==> config.mk <==
export PLATFORM = sky130hd
export DESIGN_NAME = dec_branch_unit
export DESIGN_NICKNAME = d
export VERILOG_FILES = /design/src/rtl/dbu_pkg.sv /design/src/rtl/dbu_operand_src.sv /design/src/rtl/dbu_resolve.sv /design/src/rtl/dec_branch_unit.sv
export SDC_FILE = /design/constraint.sdc
export NUM_CORES = 1
export LEC_CHECK = 0
export BUFFER_PORTS_ARGS = -buffer_cell sky130_fd_sc_hd__buf_2
export CAP_MARGIN = 25
export CORE_ASPECT_RATIO = 1.75
export CORE_MARGIN = 1.5
export CORE_UTILIZATION = 50
export DETAILED_ROUTE_END_ITERATION = 10
export PLACE_DENSITY = 0.86
export SLEW_MARGIN = 20
export SYNTH_ARGS = -nofsm -noshare
export SYNTH_HDL_FRONTEND = slang
export SYNTH_SLANG_ARGS = --single-unit
export TNS_END_PERCENT = 100
==> constraint.sdc <==
create_clock -name clk -period 4.2 [get_ports clk]
set_input_delay 0.21 -clock clk [delete_from_list [all_inputs] [get_ports clk]]
set_output_delay 0.21 -clock clk [all_outputs]
set_load 0.01 [all_outputs]
==> src/rtl/dbu_pkg.sv <==
package dbu_pkg;
  typedef enum logic [1:0] {
    BR_NONE = 2'd0,
    BR_EQ   = 2'd1,
    BR_JUMP = 2'd2,
    BR_RSVD = 2'd3
  } br_op_e;

  localparam int NUM_OPND = 2;
endpackage

==> src/rtl/dbu_operand_src.sv <==
module dbu_operand_src #(
  parameter int DATA_W = 32,
  parameter int REG_AW = 5
) (
  input  logic              clk,
  input  logic              rst,
  input  logic              need_i,
  input  logic [REG_AW-1:0] src_reg_i,
  input  logic [DATA_W-1:0] rf_val_i,
  input  logic              ex_wr_en_i,
  input  logic [REG_AW-1:0] ex_wr_reg_i,
  input  logic              mem_wr_en_i,
  input  logic [REG_AW-1:0] mem_wr_reg_i,
  input  logic [DATA_W-1:0] mem_wr_data_i,
  output logic [DATA_W-1:0] opnd_o,
  output logic              stall_o
);
  logic src_nonzero;
  logic ex_hit;
  logic mem_hit;

  assign src_nonzero = (src_reg_i != '0);
  assign ex_hit  = ex_wr_en_i  && src_nonzero && (ex_wr_reg_i  == src_reg_i);
  assign mem_hit = mem_wr_en_i && src_nonzero && (mem_wr_reg_i == src_reg_i);

  // Execute-stage producer has no value yet: wait one cycle.
  assign stall_o = need_i && ex_hit;
  // Memory-stage producer: take its result ahead of the register file.
  assign opnd_o  = mem_hit ? mem_wr_data_i : rf_val_i;

  // the zero register never holds the pipeline
  a_r8_zero_no_stall: assert property (@(posedge clk) disable iff (rst)
    (src_reg_i == '0) |-> (!stall_o && opnd_o == rf_val_i));

  // an execute-stage writer always forces a stall over the bypass
  a_r7_ex_priority: assert property (@(posedge clk) disable iff (rst)
    (need_i && ex_wr_en_i && mem_wr_en_i && src_nonzero &&
     ex_wr_reg_i == src_reg_i && mem_wr_reg_i == src_reg_i) |-> stall_o);
endmodule

==> src/rtl/dbu_resolve.sv <==
module dbu_resolve
  import dbu_pkg::*;
#(
  parameter int XLEN  = 32,
  parameter int IMM_W = 16
) (
  input  logic               valid_i,
  input  br_op_e             op_i,
  input  logic [XLEN-1:0]    opa_i,
  input  logic [XLEN-1:0]    opb_i,
  input  logic [XLEN-1:0]    pc_i,
  input  logic [IMM_W-1:0]   imm_i,
  input  logic [XLEN-7:0]    index_i,
  output logic               taken_o,
  output logic [XLEN-1:0]    target_o
);
  localparam int EXT_W = XLEN - IMM_W;

  logic [XLEN-1:0] pc_next;
  logic [XLEN-1:0] offset_ext;
  logic [XLEN-1:0] br_target;
  logic [XLEN-1:0] jmp_target;

  assign pc_next    = pc_i + XLEN'(4);
  assign offset_ext = {{EXT_W{imm_i[IMM_W-1]}}, imm_i};
  assign br_target  = pc_next + (offset_ext << 2);
  assign jmp_target = {pc_next[XLEN-1:XLEN-4], index_i, 2'b00};

  always_comb begin
    taken_o  = 1'b0;
    target_o = br_target;
    if (valid_i) begin
      unique case (op_i)
        BR_EQ:   taken_o = (opa_i == opb_i);
        BR_JUMP: begin
          taken_o  = 1'b1;
          target_o = jmp_target;
        end
        default: taken_o = 1'b0;
      endcase
    end
  end
endmodule

==> src/rtl/dec_branch_unit.sv <==
module dec_branch_unit
  import dbu_pkg::*;
#(
  parameter int          XLEN       = 32,
  parameter int          REG_AW     = 5,
  parameter int          IMM_W      = 16,
  parameter bit          DELAY_SLOT = 1'b1,
  parameter logic [31:0] RESET_PC   = 32'h0000_0000
) (
  input  logic              clk,
  input  logic              rst,
  input  logic              id_valid,
  input  logic [1:0]        id_op,
  input  logic [XLEN-1:0]   id_pc,
  input  logic [REG_AW-1:0] id_rs,
  input  logic [REG_AW-1:0] id_rt,
  input  logic [IMM_W-1:0]  id_imm,
  input  logic [XLEN-7:0]   id_index,
  input  logic [XLEN-1:0]   rs_val,
  input  logic [XLEN-1:0]   rt_val,
  input  logic              ex_wr_en,
  input  logic [REG_AW-1:0] ex_wr_reg,
  input  logic              mem_wr_en,
  input  logic [REG_AW-1:0] mem_wr_reg,
  input  logic [XLEN-1:0]   mem_wr_data,
  output logic [XLEN-1:0]   fetch_pc,
  output logic              redirect,
  output logic [XLEN-1:0]   target,
  output logic              kill_ifid,
  output logic              stall
);
  br_op_e op;
  logic   need_opnd;
  logic   taken_raw;

  logic [NUM_OPND-1:0][REG_AW-1:0] src_reg;
  logic [NUM_OPND-1:0][XLEN-1:0]   rf_val;
  logic [NUM_OPND-1:0][XLEN-1:0]   opnd;
  logic [NUM_OPND-1:0]             opnd_stall;

  assign op        = br_op_e'(id_op);
  assign need_opnd = id_valid && (op == BR_EQ);

  assign src_reg[0] = id_rs;
  assign src_reg[1] = id_rt;
  assign rf_val[0]  = rs_val;
  assign rf_val[1]  = rt_val;

  for (genvar g = 0; g < NUM_OPND; g++) begin : g_opnd
    dbu_operand_src #(
      .DATA_W (XLEN),
      .REG_AW (REG_AW)
    ) u_src (
      .clk           (clk),
      .rst           (rst),
      .need_i        (need_opnd),
      .src_reg_i     (src_reg[g]),
      .rf_val_i      (rf_val[g]),
      .ex_wr_en_i    (ex_wr_en),
      .ex_wr_reg_i   (ex_wr_reg),
      .mem_wr_en_i   (mem_wr_en),
      .mem_wr_reg_i  (mem_wr_reg),
      .mem_wr_data_i (mem_wr_data),
      .opnd_o        (opnd[g]),
      .stall_o       (opnd_stall[g])
    );
  end

  dbu_resolve #(
    .XLEN  (XLEN),
    .IMM_W (IMM_W)
  ) u_resolve (
    .valid_i  (id_valid),
    .op_i     (op),
    .opa_i    (opnd[0]),
    .opb_i    (opnd[1]),
    .pc_i     (id_pc),
    .imm_i    (id_imm),
    .index_i  (id_index),
    .taken_o  (taken_raw),
    .target_o (target)
  );

  assign stall    = |opnd_stall;
  assign redirect = taken_raw && !stall;

  if (DELAY_SLOT) begin : g_slot
    assign kill_ifid = 1'b0;
  end else begin : g_noslot
    assign kill_ifid = redirect;
  end

  always_ff @(posedge clk) begin
    if (rst) begin
      fetch_pc <= XLEN'(RESET_PC);
    end else if (stall) begin
      fetch_pc <= fetch_pc;
    end else if (redirect) begin
      fetch_pc <= target;
    end else begin
      fetch_pc <= fetch_pc + XLEN'(4);
    end
  end

  // stall freezes the fetch address
  a_r9_hold_on_stall: assert property (@(posedge clk) disable iff (rst)
    stall |=> (fetch_pc == $past(fetch_pc)));

  // a redirect loads the resolved target
  a_r9_load_target: assert property (@(posedge clk) disable iff (rst)
    redirect |=> (fetch_pc == $past(target)));

  // sequential flow otherwise
  a_r9_step: assert property (@(posedge clk) disable iff (rst)
    (!stall && !redirect) |=> (fetch_pc == $past(fetch_pc) + XLEN'(4)));

  // a stall comes only from an equality branch with an execute writer
  a_r5_stall_source: assert property (@(posedge clk) disable iff (rst)
    stall |-> (id_valid && id_op == 2'd1 && ex_wr_en && !redirect));

  // a kill is only ever paired with a redirect
  a_r11_kill_needs_redirect: assert property (@(posedge clk) disable iff (rst)
    kill_ifid |-> redirect);

  // jumps never wait on operands
  a_r4_jump_no_stall: assert property (@(posedge clk) disable iff (rst)
    (id_valid && id_op == 2'd2) |-> (redirect && !stall));
endmodule

Word-level counts from Yosys, hierarchy flattened:

Cells that the tools add are included.
W data, S select, Z words.

* muxes and demuxes: 7
* equal/unequal tests: 7
* add/subtract/negate cells: 3
* reductions and logical operators: 16

Operator list (count)
* $mux W32: 5
* $add A32 B3 Y32 const B: 2
* $add A32 B32 Y32: 1
* $eq A32 B32 Y1: 1
* $eq A5 B5 Y1: 4
* $logic_and A1 B1 Y1: 12
* $reduce_bool A5 Y1: 2
* $eq A2 B1 Y1 const B: 1
* $eq A2 B2 Y1 const B: 1
* $pmux W1 S2: 1
* $reduce_or A2 Y1: 1
* $logic_not A1 Y1: 1
* $mux W1: 1

* logic and storage cells: 34
* output and inout port bits: 67
* flip-flop bits (word level): 32

Longest topological paths before layout:

Gate-level depths: netlist of the first run.

* depth after elaboration: 9
* depth in mapped cells: 18
* gate-level depth less buffers: 18

Hierarchy:

Synthesis of the first run repeated with hierarchy kept, for this count alone.

* cells, all modules: 801
* area, all modules: 6266.0 µm²

By module, submodules not included
* dbu_resolve: instances 1, sequential area each 0.0 µm², area an instance 2884.0 µm², cells an instance 419
* dec_branch_unit: instances 1, sequential area each 640.6 µm², area an instance 2075.7 µm², cells an instance 276
* dbu_operand_src: instances 2, sequential area each 0.0 µm², area an instance 653.1 µm², cells an instance 53

Least setup slack after synthesis of the first run:

OpenSTA, ideal clock, no wires.

* kind: input -> output
* from: input port id_pc[7]
* to: output port target[31]
* cell stages on the path: 17
* slack: 327 ps
* arrival: 3663 ps
* cells stage by stage: nand3_1 > nor3_1 > nand2_1 > nor3_1 > nand2_1 > xnor2_1 > ha_1 > nand3_1 > nor2_1 > o2111ai_1 > a31o_2 > a32o_1 > o21ai_0 > a221oi_1 > xnor2_1 > and3_1 > or2_2

* longest elaborated chain between the ends: 4

RTL lines
* from (decl): line dec_branch_unit.sv:14 `input logic [XLEN-1:0] id_pc,`
* $add A32 B3 Y32 (*): line dbu_resolve.sv:24 `assign pc_next = pc_i + XLEN'(4);`
* $add A32 B32 Y32: line dbu_resolve.sv:26 `assign br_target = pc_next + (offset_ext << 2);`
* $mux W32: line dbu_resolve.sv:33 `unique case (op_i)`
* $mux W32 (*): line dbu_resolve.sv:32 `if (valid_i) begin`
* to (decl): line dec_branch_unit.sv:28 `output logic [XLEN-1:0] target,`

Mark *: on every way between the ends. The rest lies on a longest branch, timed or not.

Final worst setup path of the first run:

* from: input port id_pc[3]
* to: output port target[31]

The elaborated chain is that of the path after synthesis.

==> results of run 1 <==
layer usage:
layer  global-route usage (%)  vias up  part of all wire (%)
met5                        0        -                     0
li1                         -     3964                     -
met4                    18.82        0                   5.4
met3                    6.067       96                   7.5
met1                    31.72     3846                    35
met2                    62.56      392                    52
logic make-up (layout without fill, tap and decap cells):
kind of cell | after synthesis | after routing | synth area share [%]
XOR/XNOR | 107 | 107 | 14.72
multiplexers | 18 | 18 | 3.025
adder cells (fa/ha/maj) | 39 | 39 | 7.780
other | 1 | 5 | 0.05888
AND/OR/NAND/NOR | 355 | 355 | 28.35
buffers and inverters | 76 | 335 | 5.029
flip-flops | 32 | 32 | 10.06
AO/OA/AOI/OAI | 285 | 285 | 30.98
critical path, stage by stage:
cell and delay [ns]:
buf_2 0.11, ha_1 0.20, nand3_2 0.12, or3_1 0.38, xnor2_1 0.14, ha_1 0.33
and3_4 0.20, nand4_1 0.11, a21oi_2 0.19, o2111ai_2 0.16, a31o_2 0.28, a32o_1 0.29
o21ai_2 0.19, a221oi_2 0.10, xnor2_1 0.26, a21oi_1 0.13, or2_2 0.31, buf_2 0.14
placed cells by master, fill, tap and decap left out, drive strengths merged, types with 18 or more instances in the layout:
cell,Yosys,final
o21ai,65,65
nor3,22,22
ha,38,38
and3,19,19
nand2,115,115
a21o,23,23
o311ai,18,18
nand4,18,18
buf,19,299
nor2,53,53
xor2,37,37
a211oi,22,22
nand3,43,43
a21oi,58,58
xnor2,70,70
dfxtp,32,32
inv,28,28
or2,20,20
power breakdown:
part	switching [mW]	internal (mW)	total, mW
combinational	0.485	0.380	0.865
sequential	0.0172	0.317	0.335
clock	0.140	0.237	0.377
total	0.642	0.934	1.58
per-stage QoR:
stage	hold WS [ns]	total power, mW
floorplan	0.4761	0.8297
global placement	0.4363	1.167
detailed placement	0.4499	1.176
CTS	0.3168	1.553
global route	0.3435	1.666
finish	0.3195	1.576
worst paths after layout:
kind / startpoint / endpoint / slack, ns / cells after the start
min: id_pc[1] / fetch_pc[1] / 0.32 / 4
max reg2reg: fetch_pc[4] / fetch_pc[31] / 1.18 / 11
max: id_pc[3] / target[31] / 0.14 / 18
min reg2reg: fetch_pc[1] / fetch_pc[1] / 0.46 / 2
what timing repair did:
item                       4_1_cts  5_1_grt
pin swaps                        0        5
hold buffers                     0        0
setup buffers                    0        2
gates resized for setup          1       11
setup endpoints to repair        2        3
area by class of cell:
type | count | area share (%)
Inverter | 28 | 1.282
Tap cell | 168 | 2.564
Timing Repair Buffer | 299 | 19.84
Multi-Input combinational cell | 805 | 66.59
Sequential cell | 32 | 7.814
Antenna cell | 4 | 0.1221
Clock buffer | 8 | 1.786
==> results.py, run 1 <==
metrics = {
    "cells_and_area": {
        "final_area_mm2": 0.008198,
        "largest_register_ffs": 32,
        "largest-register": "fetch_pc",
        "drive_gt1_share_pct": 30.55,
        "fin_cells": 1344,
        "fin_nets": 1407,
        "largestRegisters": "fetch_pc x32",
        "regArea_um2": 640.6,
        "final_util_pct": 65.94,
        "multi_input_area_mm2": 0.005459,
        "area_growth_pct": 28.72,
        "fillers": 1149,
    },
    "clock_tree": {
        "clkSinkCount": 32,
        "ctsRootBufferMaster": "clkbuf_16",
        "cts_tree": "built",
        "cts_buffers": 5,
        "clkTransAtPathRegs_ns": 0.05,
        "clock_latency_ns": 0.29,
        "h-tree-depth": 2,
        "clk_path_buf_depth": 2,
    },
    "synthesis": {
        "synth.distinct_cells": 79,
        "synthFlopType": "dfxtp_1",
        "ys_async_sr_fraction_pct": 0,
        "synth_commonest_cells": "nand2_1 (114), xnor2_1 (70), o21ai_0 (65), a21oi_1 (58), nor2_1 (53)",
        "yosysMostFrequentCell": "nand2_1",
        "synth-edff-count": 0,
        "syn_inst": 913,
        "syn-cell-area_mm2": 0.006369,
        "yosysWarnings": 0,
        "ys_ff_latch": 32,
        "netlist.area_leader.share_pct": 10.06,
        "syn-num-nets": 1149,
        "synth_area_leaders": "dfxtp_1 (10%), xnor2_1 (9.6%), ha_1 (7.5%), nand2_1 (6.7%), o21ai_0 (5.1%)",
        "yosysSeqAreaShare_pct": 10.06,
        "yosys.area.top_type": "dfxtp_1",
        "syn_avg_cell_area_um2": 6.975,
    },
    "floorplan": {
        "coreArea_mm2": 0.01243,
        "floorplan.initialDensity_pct": 51.23,
        "ios": 264,
        "fp.dieH_um": 152.3,
        "rows": 54,
        "die_area_mm2": 0.01345,
        "die_w_um": 88.32,
    },
    "setup_path": {
        "critical_path_peak_fanout": 4,
        "critPathLaunchType": "input port",
        "critPathCaptureType": "primary output",
        "worstSetupPathType": "in2out",
        "cp.arrival_ns": 3.85,
        "cp.required_ns": 3.99,
    },
    "hold_path": {
        "hold_path_class": "in2reg",
    },
    "sta": {
        "setup_viol": 0,
        "timing.final.ws_setup_ns": 0.1373,
        "fmax_mhz": 246.1,
        "fin_skew_ns": 0.004292,
        "slew_headroom_pct": 38.91,
        "tightest_slew_ns": 0.9130,
        "fin_setup_tns_ns": 0,
        "fin_crit_ns": 4.063,
        "finalCritPeriodShare_pct": 96.73,
        "drv_slew": 0,
        "hold_viol_final": 0,
    },
    "placement": {
        "gp_congestion": 0.9290,
        "port_buffers": 262,
        "place_area_mm2": 0.007978,
        "dp.cells": 1330,
        "hpwl_um": 18740,
        "place_ws_ns": -0.04538,
    },
    "route": {
        "drtPass1Iterations": 5,
        "ant_nets": 0,
        "drc_errors": 0,
        "drt_iter0_markers": 360,
        "wl_per_cell_um": 17.35,
        "wirelength_um": 23320,
        "avgViaCountPerCell": 6.174,
        "num_vias": 8298,
    },
    "global_routing": {
        "track_usage_pct": 33.04,
        "overflow": 0,
        "grt_pass1_wl_um": 35820,
        "grt_max_degree": 39,
        "antenna_found_initial": 4,
        "grt_pass1_vias": 7880,
    },
    "flow_run": {
        "maxCapViolCount": 0,
    },
    "pwr": {
        "power_density_mw_per_mm2": 192.3,
        "power_leakage_nw": 3.712,
        "peakVddDrop_uv": 151.5,
    },
    "outcome": {
        "status": "finished clean",
    },
}
Note: power is estimated with default switching activity, not from simulation.
==> run 2, diff against run 1 <==
ABC_AREA = 1   (was not set)
ABC_CLOCK_PERIOD_IN_PS = 4200   (was not set)
CORE_UTILIZATION = 52   (was 50)
PLACE_DENSITY = 0.87   (was 0.86)
RECOVER_POWER = 25   (was not set)
==> run 2 against run 1 <==
Effect of this change:
- wire length is 6.8% higher
- synthesized area is 12% higher
- critical path depth is 3 higher
- largest power group unchanged
- highest routed layer unchanged
==> results.py, run 2 <==
metrics = {
    "setup_path": {
        "crit_top_cell": "inv_1",
        "rr_worst_depth": 13,
        "worst_path_max_delay_cell": "nor3_2",
        "r2r_setup_slack_ns": 1.42,
        "cp_num_cells": 21,
        "critical_path_peak_fanout": 3,
        "crit_path_max_incr_delay_ns": 0.31,
        "worstSetupPathType": "in2out",
        "critPathLaunchType": "input port",
        "cp.arrival_ns": 3.76,
        "worstPathCellList": "buf_2, inv_1, nor3_2, nand2_1, nor2_1, inv_1, nor3_1, nand4_1, nor2_1, xnor2_1, inv_1, ha_1, a21oi_1, o21ai_0, a21oi_1, o21ai_1, a21o_1, or2_2, nand3_1, nand2_1, buf_2",
        "critPathTopFamily": "simple AND/OR/NAND/NOR gates",
        "crit_buf_inv": 5,
        "timing.rr.end": "fetch_pc[31]",
        "r2r_start": "fetch_pc[4]",
        "cp.required_ns": 3.99,
        "critPathCaptureType": "primary output",
    },
    "synthesis": {
        "ys_ff_latch": 32,
        "yosysWarnings": 0,
        "synthFlopType": "dfxtp_1",
        "syn_inst": 1343,
        "syn_avg_cell_area_um2": 5.293,
        "yosys.area.top_type": "nand2_1",
        "synth_compound_gate_area_share_pct": 15.14,
        "yosysMostFrequentCell": "nand2_1",
        "synth-edff-count": 0,
        "netlist.area_leader.share_pct": 23.92,
        "yosysSeqAreaShare_pct": 9.012,
        "ys_async_sr_fraction_pct": 0,
        "synthAdderAreaFrac_pct": 6.971,
        "synth_area_leaders": "nand2_1 (24%), inv_1 (9.9%), dfxtp_1 (9.0%), nor2_1 (6.9%), ha_1 (6.7%)",
        "synth_top_family_by_area": "simple AND/OR/NAND/NOR gates",
        "syn-cell-area_mm2": 0.007108,
        "synth-xor-area-share_pct": 10.23,
        "syn-num-nets": 1579,
        "yosys.area_share.simple_pct": 44.73,
        "synth_commonest_cells": "nand2_1 (453), inv_1 (188), nor2_1 (131), nand3_1 (95), o21ai_0 (86)",
        "synth.distinct_cells": 46,
        "synthMuxAreaShare_pct": 0,
    },
    "floorplan": {
        "ios": 264,
        "die_w_um": 91.38,
        "die_area_mm2": 0.01441,
        "fp.dieH_um": 157.7,
        "rows": 56,
        "floorplan.initialDensity_pct": 53.11,
        "coreArea_mm2": 0.01338,
    },
    "global_routing": {
        "grt_pass1_vias": 8971,
        "track_usage_pct": 33.94,
        "grt_max_degree": 55,
        "grt_pass1_wl_um": 39700,
        "antenna_found_initial": 0,
        "overflow": 0,
    },
    "cells_and_area": {
        "antennaDiodeCount": 0,
        "fin_nets": 1820,
        "layout_commonest_cell": "nand2_1",
        "multi_input_area_mm2": 0.005494,
        "largest-register": "fetch_pc",
        "fin_cells": 1759,
        "largestRegisters": "fetch_pc x32",
        "regArea_um2": 640.6,
        "fillers": 1361,
        "final_cell_mix": "nand2_1 (453), buf_2 (238), inv_1 (188)",
        "area_growth_pct": 21.48,
        "largest_register_ffs": 32,
        "final_area_mm2": 0.008635,
        "final_util_pct": 64.52,
        "drive_gt1_share_pct": 18.49,
    },
    "sta": {
        "slew_headroom_pct": 47.74,
        "setup_viol": 0,
        "hold_slack_ns": 0.2257,
        "timing.final.ws_setup_ns": 0.2311,
        "fmax_mhz": 252.0,
        "fin_crit_ns": 3.969,
        "hold_viol_final": 0,
        "fin_skew_ns": 0.005764,
        "drv_slew": 0,
        "fin_setup_tns_ns": 0,
        "finalCritPeriodShare_pct": 94.50,
        "tightest_slew_ns": 0.7830,
    },
    "pwr": {
        "combinationalPowerShare_pct": 54.2,
        "p_total_mw": 1.659,
        "p_switching_mw": 0.7156,
        "power.switching_fraction_pct": 43.13,
        "power_leakage_nw": 4.985,
        "peakVddDrop_uv": 129.2,
        "p_int_mw": 0.9437,
        "power_frac_seq_pct": 20.5,
        "power_density_mw_per_mm2": 192.2,
        "clkPwrFrac_pct": 25.3,
    },
    "route": {
        "met3_length_um": 1357,
        "wirelength_um": 24910,
        "avgViaCountPerCell": 5.323,
        "wl_per_cell_um": 14.16,
        "drtPass1Iterations": 5,
        "num_vias": 9363,
        "wirelength_met1_um": 8548,
        "drc_errors": 0,
        "ant_nets": 0,
        "wl_met2_um": 13120,
        "drt_iter0_markers": 422,
        "top_layer": "met4",
    },
    "clock_tree": {
        "clkTransAtPathRegs_ns": 0.06,
        "cts_hold_buf": 0,
        "h-tree-depth": 2,
        "cts-resized-gates": 0,
        "ctsRootBufferMaster": "clkbuf_16",
        "cts_tree": "built",
        "clock_latency_ns": 0.29,
        "postCtsSetupBuffers": 0,
        "cts_buffers": 5,
        "clkSinkCount": 32,
        "clk_path_buf_depth": 2,
    },
    "placement": {
        "place_area_mm2": 0.008491,
        "place_ws_ns": 0.07207,
        "gp_congestion": 0.9823,
        "hpwl_um": 20630,
        "port_buffers": 262,
        "dp.cells": 1751,
    },
    "hold_path": {
        "min_to": "fetch_pc[27]",
        "hold_depth": 2,
        "hold_path_class": "in2reg",
        "hold_path_startpoint": "rst",
    },
    "flow_run": {
        "maxCapViolCount": 0,
    },
    "outcome": {
        "status": "finished clean",
    },
}
[run 2: routing by layer]
layer / track usage (%) / vias to the layer above
met5: 0 / -
met4: 26.86 / 0
li1: - / 4727
met2: 66.74 / 395
met3: 3.987 / 121
met1: 30.73 / 4120
[run 2: kinds of logic after synthesis]
group / after synthesis
and+or+nand+nor: 759
buffers and inverters: 238
AOI/OAI and AO/OA: 191
adders and majority gates: 39
DFF: 32
xor gates and xnor gates: 83
other: 1
[run 2: layout make-up]
cell class,count,share of cell area (%)
multi-input combinational,1073,63.63
timing repair buffer,275,15.97
inverter,197,8.564
sequential,32,7.419
tap,174,2.521
clock buffer,6,1.493
clock inverter,2,0.4057
[run 2: worst max path at each step]
stage / start / endpoint / slack [ns]
floorplan: id_pc[8] / fetch_pc[26] / 1.15
global placement: id_pc[8] / target[26] / 0.14
detailed placement: id_pc[8] / target[26] / 0.07
CTS: id_pc[8] / target[26] / 0.06
global route: id_pc[2] / target[31] / -0.004
finish: id_pc[8] / target[26] / 0.23
[run 2: power groups by stage]
stage               Combinational [mW]  Sequential, mW  Clock, mW
global route                      1.00           0.342      0.438
global placement                 0.873           0.345          0
floorplan                        0.544           0.348          0
finish                           0.900           0.340      0.419
CTS                              0.889           0.339      0.422
detailed placement               0.884           0.346          0
[run 2: worst reg2reg max path, cell delays in order, from the launching register on]
cell and delay [ns]:
dfxtp_1 0.43, nand3_1 0.15, nor2_1 0.19, nand3_1 0.17, nor2_1 0.33, nand4_1 0.27
nor3_1 0.34, nand2_1 0.16, nor3_1 0.20, xor2_1 0.17, inv_1 0.05, nand2_1 0.07
nand3_1 0.07, a21oi_1 0.13
